## src/rtl/uart_tx_pkg.sv

```systemverilog
package uart_tx_pkg;

    localparam int BYTE_W = 8;

    typedef enum logic [2:0] {
        ST_IDLE,
        ST_START,
        ST_DATA,
        ST_PARITY,
        ST_STOP
    } tx_state_e;

    // frame shape captured when a frame starts
    typedef struct packed {
        logic [1:0] wls;        // word length select, 5 + wls bits
        logic       par_en;     // parity cell present
        logic [7:0] stop_ticks; // high time after the last data/parity cell
    } frame_cfg_t;

endpackage

```

## src/rtl/uart_tx_baud.sv

```systemverilog
module uart_tx_baud #(
    parameter int DIV_W = 16
) (
    input  logic             clk,
    input  logic             rst_n,
    input  logic [DIV_W-1:0] divisor,
    output logic             tick
);
    logic [DIV_W-1:0] cnt_q;
    logic [DIV_W-1:0] eff_div;

    // zero divisor behaves as one
    assign eff_div = (divisor == '0) ? DIV_W'(1) : divisor;
    assign tick    = (cnt_q >= eff_div - DIV_W'(1));

    always_ff @(posedge clk or negedge rst_n) begin
        if (!rst_n) begin
            cnt_q <= '0;
        end else if (tick) begin
            cnt_q <= '0;
        end else begin
            cnt_q <= cnt_q + DIV_W'(1);
        end
    end
endmodule

```

## src/rtl/uart_tx_parity.sv

```systemverilog
module uart_tx_parity import uart_tx_pkg::*; (
    input  logic [BYTE_W-1:0] data,
    input  logic [1:0]        wls,
    input  logic              even_sel,
    input  logic              stick,
    output logic              par_bit
);
    logic [BYTE_W-1:0] masked;
    logic              ones_odd;

    // keep only the bits that the word length actually sends
    for (genvar i = 0; i < BYTE_W; i++) begin : g_mask
        assign masked[i] = data[i] & (i < (5 + int'(wls)));
    end

    assign ones_odd = ^masked;

    always_comb begin
        if (stick) begin
            par_bit = ~even_sel;
        end else if (even_sel) begin
            par_bit = ones_odd;
        end else begin
            par_bit = ~ones_odd;
        end
    end
endmodule

```

## src/rtl/uart_tx_fmt.sv

```systemverilog
module uart_tx_fmt import uart_tx_pkg::*; #(
    parameter int OVS = 16
) (
    input  logic [5:0]        fmt,
    input  logic [BYTE_W-1:0] data,
    output frame_cfg_t        cfg,
    output logic              par_bit
);
    localparam logic [7:0] STOP_ONE  = 8'(OVS);
    localparam logic [7:0] STOP_HALF = 8'(OVS + OVS / 2);
    localparam logic [7:0] STOP_TWO  = 8'(2 * OVS);

    always_comb begin
        cfg.wls    = fmt[1:0];
        cfg.par_en = fmt[3];
        if (!fmt[2]) begin
            cfg.stop_ticks = STOP_ONE;
        end else if (fmt[1:0] == 2'b00) begin
            cfg.stop_ticks = STOP_HALF;
        end else begin
            cfg.stop_ticks = STOP_TWO;
        end
    end

    uart_tx_parity u_par (
        .data     (data),
        .wls      (fmt[1:0]),
        .even_sel (fmt[4]),
        .stick    (fmt[5]),
        .par_bit  (par_bit)
    );
endmodule

```

## src/rtl/uart_tx_core.sv

```systemverilog
module uart_tx_core import uart_tx_pkg::*; #(
    parameter int DIV_W = 16,
    parameter int OVS   = 16
) (
    input  logic             clk,
    input  logic             rst_n,
    input  logic [DIV_W-1:0] divisor,
    input  logic [6:0]       line_ctrl,
    input  logic [7:0]       in_data,
    input  logic             in_valid,
    output logic             in_ready,
    output logic             txd,
    output logic             hold_empty,
    output logic             tx_empty
);
    localparam logic [7:0] CELL_LAST = 8'(OVS - 1);

    tx_state_e         state_q, state_d;
    logic [7:0]        tcnt_q, tcnt_d;
    logic [2:0]        bit_q, bit_d;
    logic [BYTE_W-1:0] shift_q, shift_d;
    logic              par_q, par_d;
    frame_cfg_t        cfg_q, cfg_d;
    logic [BYTE_W-1:0] hold_q;
    logic              hold_full_q;

    logic              tick;
    logic              frame_load;
    logic              accept;
    frame_cfg_t        cfg_new;
    logic              par_new;
    logic              line_raw;
    logic [2:0]        last_idx;

    uart_tx_baud #(.DIV_W(DIV_W)) u_baud (
        .clk     (clk),
        .rst_n   (rst_n),
        .divisor (divisor),
        .tick    (tick)
    );

    uart_tx_fmt #(.OVS(OVS)) u_fmt (
        .fmt     (line_ctrl[5:0]),
        .data    (hold_q),
        .cfg     (cfg_new),
        .par_bit (par_new)
    );

    assign accept   = in_valid && !hold_full_q;
    assign last_idx = 3'd4 + {1'b0, cfg_q.wls};

    // holding stage
    always_ff @(posedge clk or negedge rst_n) begin
        if (!rst_n) begin
            hold_q      <= '0;
            hold_full_q <= 1'b0;
        end else if (accept) begin
            hold_q      <= in_data;
            hold_full_q <= 1'b1;
        end else if (frame_load) begin
            hold_full_q <= 1'b0;
        end
    end

    // state register
    always_ff @(posedge clk or negedge rst_n) begin
        if (!rst_n) begin
            state_q <= ST_IDLE;
            tcnt_q  <= '0;
            bit_q   <= '0;
            shift_q <= '0;
            par_q   <= 1'b0;
            cfg_q   <= '0;
        end else begin
            state_q <= state_d;
            tcnt_q  <= tcnt_d;
            bit_q   <= bit_d;
            shift_q <= shift_d;
            par_q   <= par_d;
            cfg_q   <= cfg_d;
        end
    end

    // next state
    always_comb begin
        state_d    = state_q;
        tcnt_d     = tcnt_q;
        bit_d      = bit_q;
        shift_d    = shift_q;
        par_d      = par_q;
        cfg_d      = cfg_q;
        frame_load = 1'b0;
        unique case (state_q)
            ST_IDLE: begin
                if (tick && hold_full_q) begin
                    frame_load = 1'b1;
                end
            end
            ST_START: begin
                if (tick) begin
                    if (tcnt_q == CELL_LAST) begin
                        state_d = ST_DATA;
                        tcnt_d  = '0;
                        bit_d   = '0;
                    end else begin
                        tcnt_d = tcnt_q + 8'd1;
                    end
                end
            end
            ST_DATA: begin
                if (tick) begin
                    if (tcnt_q == CELL_LAST) begin
                        tcnt_d = '0;
                        if (bit_q == last_idx) begin
                            state_d = cfg_q.par_en ? ST_PARITY : ST_STOP;
                        end else begin
                            bit_d   = bit_q + 3'd1;
                            shift_d = {1'b0, shift_q[BYTE_W-1:1]};
                        end
                    end else begin
                        tcnt_d = tcnt_q + 8'd1;
                    end
                end
            end
            ST_PARITY: begin
                if (tick) begin
                    if (tcnt_q == CELL_LAST) begin
                        state_d = ST_STOP;
                        tcnt_d  = '0;
                    end else begin
                        tcnt_d = tcnt_q + 8'd1;
                    end
                end
            end
            ST_STOP: begin
                if (tick) begin
                    if (tcnt_q == cfg_q.stop_ticks - 8'd1) begin
                        tcnt_d = '0;
                        if (hold_full_q) begin
                            frame_load = 1'b1;
                        end else begin
                            state_d = ST_IDLE;
                        end
                    end else begin
                        tcnt_d = tcnt_q + 8'd1;
                    end
                end
            end
            default: state_d = ST_IDLE;
        endcase
        if (frame_load) begin
            state_d = ST_START;
            tcnt_d  = '0;
            bit_d   = '0;
            shift_d = hold_q;
            cfg_d   = cfg_new;
            par_d   = par_new;
        end
    end

    // outputs
    always_comb begin
        unique case (state_q)
            ST_IDLE:   line_raw = 1'b1;
            ST_START:  line_raw = 1'b0;
            ST_DATA:   line_raw = shift_q[0];
            ST_PARITY: line_raw = par_q;
            ST_STOP:   line_raw = 1'b1;
            default:   line_raw = 1'b1;
        endcase
        txd        = line_raw & ~line_ctrl[6];
        in_ready   = !hold_full_q;
        hold_empty = !hold_full_q;
        tx_empty   = (state_q == ST_IDLE) && !hold_full_q;
    end
endmodule

```

## config.mk

```make
export PLATFORM = sky130hd
export DESIGN_NAME = uart_tx_core
export DESIGN_NICKNAME = d
export VERILOG_FILES = /design/src/rtl/uart_tx_pkg.sv /design/src/rtl/uart_tx_baud.sv /design/src/rtl/uart_tx_parity.sv /design/src/rtl/uart_tx_fmt.sv /design/src/rtl/uart_tx_core.sv
export SDC_FILE = /design/constraint.sdc
export NUM_CORES = 1
export LEC_CHECK = 0
export ABC_CLOCK_PERIOD_IN_PS = 2500
export BUFFER_PORTS_ARGS = -buffer_cell sky130_fd_sc_hd__buf_4
export CAP_MARGIN = 20
export CORE_ASPECT_RATIO = 0.9
export CORE_MARGIN = 3
export CORE_UTILIZATION = 55
export CTS_BUF_LIST = sky130_fd_sc_hd__clkbuf_4 sky130_fd_sc_hd__clkbuf_8
export CTS_CLUSTER_DIAMETER = 60
export DETAILED_ROUTE_END_ITERATION = 12
export PLACE_DENSITY = 0.78
export SYNTH_ARGS = -nofsm -noshare
export SYNTH_HDL_FRONTEND = slang
export SYNTH_SLANG_ARGS = --single-unit
```

## constraint.sdc

```tcl
create_clock -name clk -period 2.5 [get_ports clk]
set_input_delay 0.375 -clock clk [delete_from_list [all_inputs] [get_ports clk]]
set_output_delay 0.375 -clock clk [all_outputs]
set_load 0.005 [all_outputs]
```

==> results.ini <==
[clock_network]
numCtsBuffers = 5
cts_buffer_depth = 2
cts_root_buf = clkbuf_8
clock_sink_count = 54
cts_tree = yes
clkSlewWorstSetupHoldPaths_ns = 0.11
clk_latency_ns = 0.32
ctsHoldBuffers = 0
htree_levels = 2

[sta]
period_share_pct = 155
finalHoldViolCount = 0
period_needed_ns = 3.86
skew_ns = 0.0118
fin_ws_ns = -1.36
rsz0062_at_grt = yes
whs_ns = 0.0827
maxSlewViolCount = 0
setup_viol = 46
max_slew_margin_pct = 40.7
fmax_mhz = 259
worstMarginPinSlew_ns = 0.890

[outcome]
status = finished, violations left
violations = setup timing

[die]
die_h_um = 82.3
dieWidth_um = 90.7
dieArea_mm2 = 0.00746
rows = 27
core_mm2 = 0.00618
ios = 38
start_util_pct = 57.5

[final_layout]
area_growth_pct = 40.3
layout_common_cells = 79 x buf_4, 54 x dfrtp_1, 31 x nor2_1, 24 x nand2_1, 22 x xnor2_1
layout-drive-gt1-share_pct = 41.4
design_area_mm2 = 0.00499
antennaDiodeCount = 0
layout_commonest_cell = buf_4
nets = 529

[pwr]
power_frac_comb_pct = 48.5
peakVddDrop_uv = 642
p_int_w = 0.00231
pwr-share-clk_pct = 12.9
swShare_pct = 41.4
p_leak_nw = 2.15
power_density_mw_per_mm2 = 791
power_w = 0.00394
seq_power_share_pct = 38.6
switching_power_w = 0.00163

[logic_synthesis]
syn_area_mm2 = 0.00355
ys.flop_type = dfrtp_1
synth-adder-area-share_pct = 7.74
synthSimpleGateAreaFrac_pct = 20.1
ys_seq_area_share_pct = 38.0
yosysWarnings = 0
syn_area_per_cell_um2 = 9.43
syn-instance-count = 377
synthMuxAreaShare_pct = 4.22
async_flop_share_pct = 100
synth_top_family_by_area = simple AND/OR/NAND/NOR gates
synth_edf_count = 0
synth_cell_type_count = 65
synth_compound_area_share_pct = 17.1
yosys.area_share.xor_xnor_pct = 9.50
ys_ff_latch = 54
syn_nets = 433

[job]
cap_violations = 0

[placement]
dp_slack_ns = -1.73
hpwl_um = 6380
io_buffer_count = 37
gp_congestion = 0.874
placed_cell_area_mm2 = 0.00426

[drt]
wl_um = 11200
drtAntennaViolNets = 0
num_vias = 3478
drc_errors = 0
dr.pass1.iters = 6
viasPerCell = 6.20
first_iter_violations = 305
wl_per_cell_um = 20.0

[hold_path]
min_path_type = in -> async

[grt]
grt_pass1_vias = 3326
overflow = 0
grt_max_degree = 55
antenna_found_initial = 0
grt_pass1_wl_um = 15800
gr-usage-all-layers_pct = 26.6

[worst_setup_path]
end_kind = flip-flop
cp.arrival_ns = 4.11
ff2ff_path_depth = 10
cp-startpoint = divisor[5]
critical_path_class = in -> reg
r2r_start = cfg_q[4]
critical_path.max_fanout = 15
timing.reg2reg.setup_slack_ns = -0.30
r2r_end = shift_q[5]
critPathLaunchType = primary input
crit_end = shift_q[5]
crit_required_ns = 2.74

-- power groups by stage --
stage / combinational (W) / sequential, W / clock, W
2_1_floorplan: 0.00105 / 0.00138 / 0
3_3_place_gp: 0.00139 / 0.00145 / 0
3_5_place_dp: 0.00145 / 0.00147 / 0
4_1_cts: 0.00169 / 0.00148 / 0.000504
5_1_grt: 0.00205 / 0.00155 / 0.000542
6_report: 0.00191 / 0.00152 / 0.000507
-- cell families after synthesis --
logic type | count (synthesis)
XOR/XNOR | 37
flip-flops | 54
AO/OA/AOI/OAI | 88
adder cells (fa/ha/maj) | 22
buffers and inverters | 28
multiplexers | 12
AND/OR/NAND/NOR | 136
-- routing by layer --
| layer | vias up | wire length, um | GRT usage (%) |
|---|---|---|---|
| met2 | 164 | 5770 | 47.7 |
| met3 | 50 | 710 | 4.80 |
| met4 | 0 | 325 | 8.10 |
| met5 | - | 0 | 0 |
| li1 | 1567 | - | - |
| met1 | 1697 | 4410 | 33.3 |
-- through the flow --
step,std cells,utilization [%],TNS [ns]
2_1_floorplan,377,-,-59.21
3_3_place_gp,536,69.0,-64.98
3_5_place_dp,536,69.0,-69.35
4_1_cts,557,76.9,-47.59
5_1_grt,561,80.7,-58.80
6_report,561,80.7,-53.28
-- layout make-up --
class,instances,area [um2]
clock buffers,5,68.8
clock inverters,3,21.3
fillers,334,1200
inverters,18,67.6
multi-input cells,296,2530
flip-flops and latches,54,1350
well taps,87,109
repair buffers,98,838
-- synthesized netlist by cell type (2+ instances only) --
cell / number / area, um2
dfrtp_1: 54 / 1350
nor2_1: 33 / 124
nand2_1: 31 / 116
xnor2_1: 23 / 201
ha_1: 22 / 275
o21ai_0: 21 / 105
inv_1: 18 / 67.6
nand3_1: 18 / 90.1
a21oi_1: 17 / 85.1
xor2_1: 13 / 114
mux2_2: 8 / 90.1
nor3_1: 8 / 40.0
a211oi_1: 7 / 52.6
a2bb2oi_1: 7 / 61.3
clkbuf_1: 7 / 26.3
and3_1: 6 / 37.5
nand4_1: 5 / 31.3
or3_1: 5 / 31.3
mux2_4: 4 / 60.1
nor4_1: 4 / 25.0
o211ai_1: 4 / 30.0
a31oi_1: 3 / 18.8
nand2b_1: 3 / 18.8
nor2b_1: 3 / 18.8
o21a_1: 3 / 22.5
or4_1: 3 / 22.5
a2111oi_0: 2 / 17.5
and2_1: 2 / 12.5
and4_1: 2 / 17.5
buf_4: 2 / 15.0
o21ai_2: 2 / 17.5
o21bai_1: 2 / 15.0
o221ai_1: 2 / 17.5
o22ai_1: 2 / 12.5
-- how the worst min path moves through the flow --
| stage | from | to | slack, ns | depth (start not counted) |
|---|---|---|---|---|
| 2_1_floorplan | rst_n | bit_q[0] | 0.08 | 0 |
| 3_3_place_gp | rst_n | u_baud.cnt_q[11] | 0.45 | 1 |
| 3_5_place_dp | rst_n | u_baud.cnt_q[11] | 0.45 | 1 |
| 4_1_cts | rst_n | u_baud.cnt_q[11] | 0.11 | 1 |
| 5_1_grt | rst_n | u_baud.cnt_q[11] | 0.12 | 1 |
| 6_report | rst_n | u_baud.cnt_q[11] | 0.08 | 1 |
-- flip-flops by register name, summed over array words and instances, names as in the netlist --
name          flops
u_baud.cnt_q     16
hold_q            8
shift_q           8
tcnt_q            8
cfg_q             6
bit_q             3
state_q           3
hold_full_q       1
par_q             1
-- what timing repair did --
action | 4_1_cts | 5_1_grt
pin swaps | 27 | 14
gates resized for setup | 75 | 36
buffers inserted | 12 | 4
setup endpoints to repair | 46 | 46
gates cloned | 1 | 1
-- critical path: stages --
cell and delay (ns):
buf_6 0.09, or4_4 0.53, or3_4 0.36, nor3_4 0.14
buf_4 0.14, a2111o_1 0.23, nor2_1 0.08, xnor2_1 0.19
ha_1 0.29, a21oi_1 0.17, o21ai_0 0.20, a221oi_4 0.38
and2_4 0.22, buf_4 0.28, o21ai_0 0.20, a2bb2oi_1 0.21
No activity file was read; power rests on OpenSTA's default activity.
